**config.mk**
```make
export PLATFORM = sky130hd
export DESIGN_NAME = spi_sck_gen
export DESIGN_NICKNAME = d
export VERILOG_FILES = /design/src/rtl/sckp_pkg.sv /design/src/rtl/sckp_rate_chain.sv /design/src/rtl/sckp_edge_seq.sv /design/src/rtl/spi_sck_gen.sv
export SDC_FILE = /design/constraint.sdc
export NUM_CORES = 1
export LEC_CHECK = 0
export ABC_AREA = 1
export BUFFER_PORTS_ARGS = -buffer_cell sky130_fd_sc_hd__buf_2
export CAP_MARGIN = 25
export CORE_UTILIZATION = 35
export DETAILED_ROUTE_END_ITERATION = 12
export RECOVER_POWER = 100
export SLEW_MARGIN = 25
export SYNTH_ARGS = -nofsm -noshare
export SYNTH_HDL_FRONTEND = slang
export SYNTH_SLANG_ARGS = --single-unit
```
**constraint.sdc**
```tcl
create_clock -name clk -period 1.9 [get_ports clk]
set_input_delay 0.57 -clock clk [delete_from_list [all_inputs] [get_ports clk]]
set_output_delay 0.57 -clock clk [all_outputs]
set_load 0.02 [all_outputs]
```
**src/rtl/sckp_pkg.sv**
```systemverilog
package sckp_pkg;

  typedef enum logic [1:0] {
    ROLE_NONE    = 2'd0,
    ROLE_LAUNCH  = 2'd1,
    ROLE_CAPTURE = 2'd2
  } edge_role_e;

  typedef struct packed {
    logic cpol;
    logic cpha;
    logic slow;
  } frame_mode_t;

  // Role of an sck toggle: leading edges capture when cpha=0, launch when cpha=1.
  function automatic edge_role_e toggle_role(input logic leading, input logic cpha);
    return (leading ^ cpha) ? ROLE_CAPTURE : ROLE_LAUNCH;
  endfunction

endpackage

```
**src/rtl/sckp_rate_chain.sv**
```systemverilog
module sckp_rate_chain #(
  parameter int unsigned MOD_W    = 4,
  parameter int unsigned SLOW_DIV = 16
) (
  input  logic             clk,
  input  logic             rst,
  input  logic             clear,
  input  logic             advance,
  input  logic             slow,
  input  logic [MOD_W-1:0] mod_lim,
  output logic             edge_due
);
  localparam int unsigned SLOW_W = (SLOW_DIV > 1) ? $clog2(SLOW_DIV) : 1;
  localparam logic [SLOW_W-1:0] SLOW_LAST = SLOW_W'(SLOW_DIV - 1);

  logic             half_q;
  logic             tick_half;
  logic             tick_slow;
  logic [MOD_W-1:0] mod_cnt;

  // Fixed divide-by-two stage
  always_ff @(posedge clk) begin
    if (rst || clear)  half_q <= 1'b0;
    else if (advance)  half_q <= ~half_q;
  end
  assign tick_half = advance & half_q;

  // Optional divide stage
  generate
    if (SLOW_DIV > 1) begin : g_slow
      logic [SLOW_W-1:0] slow_cnt;
      always_ff @(posedge clk) begin
        if (rst || clear) begin
          slow_cnt <= '0;
        end else if (tick_half && slow) begin
          if (slow_cnt == SLOW_LAST) slow_cnt <= '0;
          else                       slow_cnt <= slow_cnt + 1'b1;
        end
      end
      assign tick_slow = slow ? (tick_half && slow_cnt == SLOW_LAST) : tick_half;
    end else begin : g_no_slow
      assign tick_slow = tick_half;
    end
  endgenerate

  // Programmable modulus stage
  always_ff @(posedge clk) begin
    if (rst || clear) begin
      mod_cnt <= '0;
    end else if (tick_slow) begin
      if (mod_cnt == mod_lim) mod_cnt <= '0;
      else                    mod_cnt <= mod_cnt + 1'b1;
    end
  end
  assign edge_due = tick_slow && (mod_cnt == mod_lim);

  // modulus counter never passes the latched limit
  assert_mod_in_range_R3: assert property (@(posedge clk) disable iff (rst)
    mod_cnt <= mod_lim);

  // a clear always brings the chain back to its start
  assert_clear_restarts_R9: assert property (@(posedge clk) disable iff (rst)
    clear |=> (mod_cnt == '0 && !half_q));

endmodule

```
**src/rtl/sckp_edge_seq.sv**
```systemverilog
module sckp_edge_seq
  import sckp_pkg::*;
(
  input  logic        clk,
  input  logic        rst,
  input  logic        frame_active,
  input  frame_mode_t mode_in,
  input  logic        edge_due,
  output logic        frame_start,
  output logic        running,
  output logic        sck,
  output logic        launch_stb,
  output logic        capture_stb
);
  logic        run_q;
  logic        lead_next_q;
  frame_mode_t mode_q;
  logic        sck_q;
  logic        launch_q;
  logic        capture_q;
  edge_role_e  role;

  assign frame_start = frame_active & ~run_q;
  assign running     = run_q;
  assign role        = toggle_role(lead_next_q, mode_q.cpha);

  always_ff @(posedge clk) begin
    if (rst) begin
      run_q       <= 1'b0;
      lead_next_q <= 1'b1;
      mode_q      <= '0;
      sck_q       <= 1'b0;
      launch_q    <= 1'b0;
      capture_q   <= 1'b0;
    end else if (!frame_active) begin
      run_q       <= 1'b0;
      lead_next_q <= 1'b1;
      sck_q       <= mode_in.cpol;
      launch_q    <= 1'b0;
      capture_q   <= 1'b0;
    end else if (frame_start) begin
      run_q       <= 1'b1;
      lead_next_q <= 1'b1;
      mode_q      <= mode_in;
      sck_q       <= mode_in.cpol;
      launch_q    <= ~mode_in.cpha;
      capture_q   <= 1'b0;
    end else begin
      launch_q  <= 1'b0;
      capture_q <= 1'b0;
      if (edge_due) begin
        sck_q       <= ~sck_q;
        lead_next_q <= ~lead_next_q;
        launch_q    <= (role == ROLE_LAUNCH);
        capture_q   <= (role == ROLE_CAPTURE);
      end
    end
  end

  assign sck         = sck_q;
  assign launch_stb  = launch_q;
  assign capture_stb = capture_q;

  // strobes are mutually exclusive
  assert_strobe_excl_R10: assert property (@(posedge clk) disable iff (rst)
    !(launch_q && capture_q));

  // no strobe is held for two cycles
  assert_strobe_single_R10: assert property (@(posedge clk) disable iff (rst)
    (launch_q || capture_q) |=> !(launch_q || capture_q));

  // idle level follows polarity one cycle later
  assert_idle_level_R2: assert property (@(posedge clk) disable iff (rst)
    !frame_active |=> (sck_q == $past(mode_in.cpol) && !launch_q && !capture_q));

  // capture always coincides with an sck toggle
  assert_capture_on_edge_R6: assert property (@(posedge clk) disable iff (rst)
    capture_q |-> (sck_q != $past(sck_q)));

  // latched mode stays put for the whole frame
  assert_mode_held_R8: assert property (@(posedge clk) disable iff (rst)
    (run_q && $past(run_q) && !rst) |-> $stable(mode_q));

endmodule

```
**src/rtl/spi_sck_gen.sv**
```systemverilog
module spi_sck_gen
  import sckp_pkg::*;
#(
  parameter int unsigned MOD_W    = 4,
  parameter int unsigned SLOW_DIV = 16
) (
  input  logic             clk,
  input  logic             rst,
  input  logic             frame_active,
  input  logic             cfg_cpol,
  input  logic             cfg_cpha,
  input  logic             cfg_slow,
  input  logic [MOD_W-1:0] rate_mod,
  output logic             sck,
  output logic             launch_stb,
  output logic             capture_stb
);
  frame_mode_t      mode_in;
  logic             frame_start;
  logic             running;
  logic             edge_due;
  logic             slow_q;
  logic [MOD_W-1:0] mod_q;

  assign mode_in = '{cpol: cfg_cpol, cpha: cfg_cpha, slow: cfg_slow};

  // Rate settings are captured only when a frame opens
  always_ff @(posedge clk) begin
    if (rst) begin
      slow_q <= 1'b0;
      mod_q  <= '0;
    end else if (frame_start) begin
      slow_q <= cfg_slow;
      mod_q  <= rate_mod;
    end
  end

  sckp_rate_chain #(
    .MOD_W    (MOD_W),
    .SLOW_DIV (SLOW_DIV)
  ) i_chain (
    .clk      (clk),
    .rst      (rst),
    .clear    (frame_start | ~frame_active),
    .advance  (running & frame_active),
    .slow     (slow_q),
    .mod_lim  (mod_q),
    .edge_due (edge_due)
  );

  sckp_edge_seq i_seq (
    .clk          (clk),
    .rst          (rst),
    .frame_active (frame_active),
    .mode_in      (mode_in),
    .edge_due     (edge_due),
    .frame_start  (frame_start),
    .running      (running),
    .sck          (sck),
    .launch_stb   (launch_stb),
    .capture_stb  (capture_stb)
  );

  // rate settings stay frozen inside a frame
  assert_rate_frozen_R8: assert property (@(posedge clk) disable iff (rst)
    (running && !frame_start && $past(running)) |-> ($stable(mod_q) && $stable(slow_q)));

endmodule

```
# Word-level counts from Yosys, hierarchy flattened
# Cells that the tools add are included.
# word_totals
ff_bits,20
input_bits,10
output_inout_bits,3
wordCells,47
# op_classes
n_addsub,2
eq_ne,5
n_mux,9
bitwise_logic,12
reduce_logical,8
# ops
cell,n
adder 4 x 1 -> 4 bit (second input constant),2
two-way mux 4 bit,2
inverter 1 bit,7
two-way mux 1 bit,6
equality test 4 bit,1
equality test 4 bit (second input constant),1
OR reduction 4 bit,1
bitwise AND 1 bit,3
logical AND 1 bit,3
!= test 3 x 1 -> 1 bit (second input constant),1
OR reduction 3 bit,1
equality test 2 x 1 -> 1 bit (second input constant),1
equality test 2 bit (second input constant),1
two-way mux 2 bit,1
AND reduction 2 bit,1
OR reduction 2 bit,1
logical OR 1 bit,1
bitwise OR 1 bit,1
bitwise XOR 1 bit,1

# Longest topological paths before layout
# Gate-level depths: netlist of the first run.
# depth
depth_word,8
ltp_mapped,9
mapped_depth_nobuf,9

# Cells and area by module
# Synthesis of the first run repeated with hierarchy kept, for this count alone.
# hier_totals
cells_unflattened,149
area_unflattened_um2,1044.8
# by_module_without_submodules
mod,instances,cells_per_inst,area_per_inst_um2,seq_area_each_um2
sckp_rate_chain,1,78,551.8,180.2
sckp_edge_seq,1,35,256.5,120.1
spi_sck_gen,1,36,236.5,100.1

# Worst setup path after synthesis of the first run
# No wires, ideal clock.
# synth_timing
path_type,register to register
from,register i_chain.g_slow.slow_cnt[0]
to,register i_seq.lead_next_q
setup_ns,0.116
arrival_ns,1.243
t_required_ns,1.784
setup_slack_ns,0.541
path_stages_with_launch,9
n_path_buf,0
period_less_slack_ns,1.359
cell_sequence,dfxtp_1 -> ha_1 -> nand3_1 -> a21oi_4 -> nand3_2 -> inv_2 -> nand2_1 -> nand2_1 -> o21ai_2
# synth_via
elab_chain_cells,4
# synth_rtl
item,line,text
"start, declared",sckp_rate_chain.sv:31,logic [SLOW_W-1:0] slow_cnt;
"start signal, assigned",sckp_rate_chain.sv:37,else slow_cnt <= slow_cnt + 1'b1;
equality test 4 bit,sckp_rate_chain.sv:40,assign tick_slow = slow ? (tick_half && slow_cnt == SLOW_LAST) : tick_half;
logical AND 1 bit,sckp_rate_chain.sv:40,
two-way mux 1 bit,sckp_rate_chain.sv:40,
logical AND 1 bit,sckp_rate_chain.sv:55,assign edge_due = tick_slow && (mod_cnt == mod_lim);
"end signal, assigned",sckp_edge_seq.sv:53,lead_next_q <= ~lead_next_q;
"end, declared",sckp_edge_seq.sv:16,logic lead_next_q;
# No other way between the ends.
# A chain may end at the register's enable or synchronous reset.

# Worst setup path in the final report of the first run
# Same ends and word-level chain as after synthesis.

==> results by group, run 1 <==
Clocking
  – Post-CTS setup buffers: 0
  – Hold-fix buffers, CTS: 0
  – Reg clk slew, reported paths: 0.12 ns
  – Cts bufs inserted: 3
  – H-tree depth: 1
  – CTS Root Cell: clkbuf_4
  – CTS tree: done
  – Clk buf depth: 2
  – Clock insertion delay at the later pin of the skew report: 0.31 ns
  – Resize count post-CTS: 0
  – Sink Count: 20

Drt
  – Via Count: 812
  – Drt initial violations: 8
  – Post-route ant nets: 0
  – WL/cell: 9.89 µm
  – Vias per inst: 4.64
  – Drt total wl: 1730 µm
  – # DRC: 0
  – Drt pass-1 iters: 4

Cells and area
  – Fin area: 1050 µm²
  – Leading cell type in the layout, fill and taps excluded: nand2_1
  – Most frequent cells in the layout: nand2_1 (34), dfxtp_1 (20), inv_1 (19)
  – Share of cells above drive strength 1: 12.4%
  – N_diodes: 0
  – Fin cells: 175
  – Final #Nets: 158
  – Fillers: 278
  – Layout area overhead: 11.8%

Global routing
  – GR Util All Layers: 14.5%
  – Largest net degree at the start of global routing: 12
  – Total grt overflow: 0
  – Vias in the first global route: 717
  – First-pass GRT wire length: 2990 µm
  – Initial antenna violation count: 0

Synthesis
  – Synth unique cells: 24
  – Mapped Nets: 142
  – Adder-Cell Fraction of Synth Area: 2.66%
  – Post-synthesis simple-gate area fraction: 29.9%
  – Syn_area_per_cell: 7.24 µm²
  – Seq/Total Area, Yosys: 42.6%
  – FF+latch count, synth: 20
  – Largest family of logic cells by synthesized area: simple AND/OR/NAND/NOR gates
  – YS warnings: 0
  – Mapped Area: 941 µm²
  – Xor-xnor portion of the synthesized cell area: 0.931%
  – Syn Inst Count: 130
  – Compound-Gate Fraction of Synth Area: 15.0%
  – Post-synthesis mux area share: 0%

Power and ir drop
  – Max VDD drop: 536 µV
  – P_leak: 0.456 nW
  – Net Sw Frac: 24.4%
  – Sequential share of power: 58.1%
  – Combinational share of power: 9.1%
  – P_sw: 0.186 mW
  – Internal Pwr Total: 0.577 mW
  – Pwr Total: 0.763 mW
  – Pwr per Cell Area: 725 nW/µm²
  – Clock share of power: 32.8%

Setup path
  – CP Launch Type: flop
  – CP Data Arrival Time: 1.77 ns
  – Cells on worst reg2reg path: 8
  – WS Path Type: flop to flop
  – Required time of the critical path: 2.12 ns
  – Crit. End Element: flop
  – Crit path max fanout: 5

Placement
  – Port buffer count: 12
  – Detailed Place HPWL: 1350 µm
  – Gpl congestion: 0.795
  – Placed cells: 171
  – Post-DP Area: 1040 µm²

Job
  – Max-cap viol count: 0

Die
  – Starting Density: 37.6%
  – Width of the die: 53.9 µm
  – Ports: 13
  – Num rows: 18
  – Core area: 2500 µm²
  – Die area: 2900 µm²
  – Die H: 53.9 µm

STA
  – Slew headroom: 66.8%
  – Max frequency: 642 MHz
  – Final Skew: 0.0124 ns
  – Final Hold Vio Count: 0
  – RSZ-0062 raised after global routing: no
  – Final max-slew violation count: 0
  – Worst slew pin tran: 0.498 ns
  – Crit share post-route: 82.0%
  – Setup_tns: 0 ns
  – Setup violations, final: 0
  – Fin crit period: 1.56 ns

Status
  – Status: complete, no violations

Hold path
  – Hold path cells: 1
  – Min-Delay Path Class: flop to flop
## through the flow
stage	hold slack (ns)	util, %	worst slack (ns)
after floorplan	0.413	-	0.541
after global placement	0.439	41.5	0.362
after detailed placement	0.440	41.5	0.331
after CTS	0.456	42.9	0.378
after global routing	0.475	42.1	0.110
final	0.454	42.1	0.342
## worst paths after layout
check,start,to,slack [ns]
worst min-delay path,i_chain.half_q$_SDFFE_PP0N_,i_chain.half_q$_SDFFE_PP0N_,0.45
worst min register to register,i_chain.half_q$_SDFFE_PP0N_,i_chain.half_q$_SDFFE_PP0N_,0.45
worst max-delay path,i_chain.g_slow.slow_cnt[0]$_SDFFE_PP0P_,i_seq.lead_next_q$_SDFFE_PP1P_,0.34
worst max register to register,i_chain.g_slow.slow_cnt[0]$_SDFFE_PP0P_,i_seq.lead_next_q$_SDFFE_PP1P_,0.34
## layout make-up
class | count | area [µm²] | share of cell area [%]
well taps | 30 | 37.5 | 3.57
clock buffers | 4 | 36.3 | 3.45
repair buffers | 13 | 58.8 | 5.59
flip-flops and latches | 20 | 400 | 38.0
multi-input cells | 88 | 444 | 42.2
inverters | 20 | 75.1 | 7.13
## flip-flops by register name (all words and copies together) (netlist names)
name and flops:
i_chain.g_slow.slow_cnt 4, i_chain.half_q 1, i_chain.mod_cnt 4, i_seq.capture_stb 1, i_seq.launch_stb 1, i_seq.lead_next_q 1, i_seq.mode_q 1, i_seq.running 1
i_seq.sck 1, mod_q 4, slow_q 1
## cell usage after synthesis
| cell type | instances | area, µm² |
|---|---|---|
| nand2_1 | 33 | 124 |
| and3_1 | 1 | 6.26 |
| inv_1 | 18 | 67.6 |
| a21oi_1 | 5 | 25.0 |
| ha_1 | 2 | 25.0 |
| a211oi_1 | 6 | 45.0 |
| o21ai_2 | 1 | 8.76 |
| xnor2_1 | 1 | 8.76 |
| dfxtp_1 | 20 | 400 |
| nor3b_2 | 1 | 12.5 |
| o21ai_0 | 5 | 25.0 |
| a31oi_1 | 1 | 6.26 |
| inv_2 | 2 | 7.51 |
| o22ai_1 | 1 | 6.26 |
| nor2_1 | 16 | 60.1 |
| nor3_1 | 2 | 10.0 |
| nand2_2 | 1 | 6.26 |
| clkbuf_1 | 1 | 3.75 |
| a21oi_2 | 1 | 8.76 |
| a21oi_4 | 1 | 16.3 |
| nor2_2 | 2 | 12.5 |
| nand3_1 | 6 | 30.0 |
| nand3_2 | 2 | 20.0 |
| buf_2 | 1 | 5.00 |
## power groups by stage
stage	Combinational (mW)	Sequential [mW]	Clock, mW
final	0.0695	0.443	0.250
after global placement	0.0725	0.453	0
after CTS	0.0741	0.444	0.256
after global routing	0.0814	0.446	0.276
after detailed placement	0.0738	0.453	0
after floorplan	0.0474	0.454	0
## worst max-delay path, cell delays in order (launching register included)
cell     delay, ns
dfxtp_1       0.40
ha_1          0.20
nand3_1       0.20
a21oi_4       0.22
nand3_1       0.15
inv_1         0.10
nand2_1       0.07
nand2_1       0.08
o21ai_2       0.05
## per-layer routing
| layer | wire length (µm) | up-vias | part of all wire [%] | global-route usage (%) |
|---|---|---|---|---|
| li1 | - | 442 | - | - |
| met1 | 893 | 354 | 52 | 18.7 |
| met2 | 750 | 12 | 43 | 22.0 |
| met3 | 63 | 4 | 3.6 | 3.39 |
| met4 | 23 | 0 | 1.3 | 7.89 |
| met5 | 0 | - | 0 | 0 |
## kinds of logic after synthesis
logic type / Yosys count
DFF: 20
and+or+nand+nor: 64
AOI/OAI and AO/OA: 21
xor gates and xnor gates: 1
adders and majority gates: 2
buffers and inverters: 22
No activity file was read; power rests on OpenSTA's default activity.
==> inputs of run 2 (changes only) <==
--- a/config.mk
+++ b/config.mk
@@ -5,7 +5,7 @@
 export SDC_FILE = /design/constraint.sdc
 export NUM_CORES = 1
 export LEC_CHECK = 0
-export ABC_AREA = 1
+export ABC_AREA = 0
 export BUFFER_PORTS_ARGS = -buffer_cell sky130_fd_sc_hd__buf_2
 export CAP_MARGIN = 25
 export CORE_UTILIZATION = 35
==> constraint.sdc (replaced) <==
create_clock -name clk -period 1.65 [get_ports clk]
set_input_delay 0.495 -clock clk [delete_from_list [all_inputs] [get_ports clk]]
set_output_delay 0.495 -clock clk [all_outputs]
set_load 0.02 [all_outputs]
==> results by group, run 2 <==
Synthesis
  – Number of synthesized flops with an enable pin: 0 (unchanged)
  – Post-synth top area share: 44.8% (+2.2 points)
  – Syn Inst Count: 99 (-24%)
  – Most frequent cells after synthesis: dfxtp_1 (20), nor2_1 (12), nand2_1 (9)
  – Mapped Nets: 111 (-22%)
  – Seq/Total Area, Yosys: 44.8% (+2.2 points)
  – FF+latch count, synth: 20 (unchanged)
  – Post-synth top flop: dfxtp_1
  – Yosys top cell by area: dfxtp_1
  – Synth unique cells: 28 (+17%)
  – Mapped Area: 895 µm² (-4.9%)
  – Top-count cell post-synth: dfxtp_1
  – Syn_area_per_cell: 9.04 µm² (+25%)
  – YS warnings: 0 (unchanged)
  – Async SR Flop Fraction: 0% (unchanged)
  – Area contributors post-synth: dfxtp_1 (45%), xnor2_1 (6.9%), mux2i_1 (6.7%), nor2_1 (5.0%), nand2_1 (3.8%)

Clocking
  – CTS tree: done
  – Reg clk slew, reported paths: 0.13 ns (about the same)
  – CTS Root Cell: clkbuf_4
  – Cts bufs inserted: 3 (unchanged)
  – Clock insertion delay at the later pin of the skew report: 0.31 ns (about the same)
  – Hold-fix buffers, CTS: 0 (unchanged)
  – H-tree depth: 1 (unchanged)
  – Clk buf depth: 2 (unchanged)
  – Sink Count: 20 (unchanged)

Setup path
  – WS Path Type: flop to flop
  – Crit path max fanout: 8 (+3)
  – CP Launch Type: flop
  – CP Data Arrival Time: 1.70 ns (-0.07 ns)
  – R2r setup slk: 0.17 ns (-0.18 ns)
  – Required time of the critical path: 1.87 ns (-0.25 ns)
  – Crit. End Element: flop

Cells and area
  – Top flop regs: i_chain.g_slow.slow_cnt x4, i_chain.mod_cnt x4, mod_q x4
  – Most frequent cells in the layout: dfxtp_1 (19), nor2_1 (12), nand2_1 (9)
  – Storage element area: 402 µm² (+0.31%)
  – Final #Nets: 132 (-16%)
  – Fin cells: 147 (-16%)
  – Leading cell type in the layout, fill and taps excluded: dfxtp_1
  – Fillers: 231 (-17%)
  – Share of cells above drive strength 1: 21.0% (+8.6 points)
  – Layout area overhead: 21.4%
  – Multi-input gate area in the final layout: 482 µm² (+8.5%)
  – N_diodes: 0 (unchanged)

Drt
  – Post-route ant nets: 0 (unchanged)
  – # DRC: 0 (unchanged)
  – Vias per inst: 5.12 (+10%)
  – Drt total wl: 1780 µm (+2.7%)
  – Drt pass-1 iters: 4 (unchanged)
  – Via Count: 752 (-7.4%)
  – Drt initial violations: 11 (+3)
  – WL/cell: 12.1 µm (+22%)

Die
  – Width of the die: 52.6 µm (-2.4%)
  – Die area: 2760 µm² (-4.8%)
  – Starting Density: 38.6% (+0.95 points)
  – Num rows: 17 (-1)
  – Ports: 13 (unchanged)
  – Die H: 52.6 µm (-2.4%)
  – Core area: 2320 µm² (-7.3%)

Global routing
  – GR Util All Layers: 15.7% (+1.2 points)
  – Vias in the first global route: 690 (-3.8%)
  – Initial antenna violation count: 0 (unchanged)
  – Largest net degree at the start of global routing: 13 (+1)
  – First-pass GRT wire length: 3050 µm (+2.1%)
  – Total grt overflow: 0 (unchanged)

Power and ir drop
  – P_leak: 0.387 nW (-15%)
  – Pwr per Cell Area: 919 nW/µm² (+27%)
  – Max VDD drop: 798 µV (+49%)

STA
  – Max frequency: 673 MHz (+4.9%)
  – Fin crit period: 1.48 ns (-0.0726 ns)
  – Slew headroom: 64.4% (-2.4 points)
  – Setup_tns: 0 ns (unchanged)
  – Crit share post-route: 90.0% (+8.0 points)
  – Final Skew: 0.0181 ns (+0.00565 ns)
  – Final max-slew violation count: 0 (unchanged)
  – RSZ-0062 raised after global routing: no
  – Setup violations, final: 0 (unchanged)
  – Worst slew pin tran: 0.534 ns (+0.0359 ns)
  – Final Hold Vio Count: 0 (unchanged)
  – Final worst setup slack: 0.165 ns (-0.177 ns)

Placement
  – Placed cells: 143 (-16%)
  – Pre-CTS WS: 0.0814 ns (-0.249 ns)
  – Detailed Place HPWL: 1360 µm (+1.3%)
  – Gpl congestion: 0.778 (-2.2%)
  – Port buffer count: 12 (unchanged)

Hold path
  – Min-Delay Path Class: primary input to flop

Job
  – Max-cap viol count: 0 (unchanged)

Status
  – Status: complete, no violations
-- run 2: cell count changes after synthesis, sizes merged, moves of 3 or more --
| cell | previous run | this run |
|---|---|---|
| nand2 | 34 | 9 |
| xnor2 | 1 | 7 |
| inv | 20 | 1 |
| mux2i | 0 | 6 |
| nand3 | 8 | 5 |
| a211oi | 6 | 3 |
| nor2 | 18 | 12 |
| nor2b | 0 | 3 |
| o21ai | 6 | 2 |
-- run 2: final cells by class --
cell class / instances / share of cell area (%)
multi-input cells: 73 / 44.4
well taps: 28 / 3.23
repair buffers: 21 / 10.3
clock inverters: 1 / 2.76
flip-flops and latches: 20 / 37.0
inverters: 1 / 0.346
clock buffers: 3 / 2.07
-- run 2: power by group --
group	internal, mW	switching, mW
Clock	0.246	0.159
Sequential	0.496	0.0118
Combinational	0.0397	0.0451
Total	0.782	0.216
-- run 2: path summary, 6_finish.rpt --
path | from | end | depth (start not counted)
setup / recovery | i_chain.g_slow.slow_cnt[1]$_SDFFE_PP0P_ | i_seq.lead_next_q$_SDFFE_PP1P_ | 5
hold / removal | rst | i_seq.running$_SDFFE_PP0P_ | 2
setup reg to reg | i_chain.g_slow.slow_cnt[1]$_SDFFE_PP0P_ | i_seq.lead_next_q$_SDFFE_PP1P_ | 5
hold reg to reg | i_chain.half_q$_SDFFE_PP0N_ | i_chain.half_q$_SDFFE_PP0N_ | 1
-- run 2: worst max-delay path, stage by stage, from the launching register on --
cell,delay [ns]
dfxtp_2,0.37
ha_1,0.18
nand3_1,0.12
a21o_4,0.27
o21ai_1,0.11
or3b_1,0.33
-- run 2: cell families (layout without fill, tap and decap cells) --
group | count (synthesis) | in the layout | synth area share (%)
AOI/OAI and AO/OA | 15 | 15 | 11.3
xor gates and xnor gates | 8 | 8 | 7.83
adders and majority gates | 2 | 2 | 2.80
buffers and inverters | 6 | 26 | 2.94
DFF | 20 | 20 | 44.8
muxes | 6 | 6 | 6.71
and+or+nand+nor | 42 | 42 | 23.6
-- run 2: routing by layer --
metal | track usage, % | vias up | wire length (µm)
li1 | - | 389 | -
met1 | 19.7 | 341 | 887
met2 | 24.1 | 20 | 773
met4 | 5.26 | 0 | 17
met3 | 6.38 | 2 | 98
met5 | 0 | - | 0
-- run 2: per-stage QoR --
| stage | power, mW | instance area (µm²) | hold slack (ns) | utilization, % |
|---|---|---|---|---|
| floorplan | 0.569 | 895 | 0.433 | - |
| global placement | 0.604 | 1030 | 0.451 | 44.6 |
| detailed placement | 0.606 | 1030 | 0.458 | 44.6 |
| CTS | 1.01 | 1090 | 0.370 | 46.9 |
| global route | 1.04 | 1090 | 0.377 | 46.8 |
| finish | 0.998 | 1090 | 0.391 | 46.8 |
-- run 2: what timing repair did --
| action | CTS | global route |
|---|---|---|
| endpoints found under the setup margin | 0 | 5 |
| endpoints found under the hold margin | 0 | 0 |
| resized for setup | 0 | 4 |
| setup buffers | 0 | 0 |
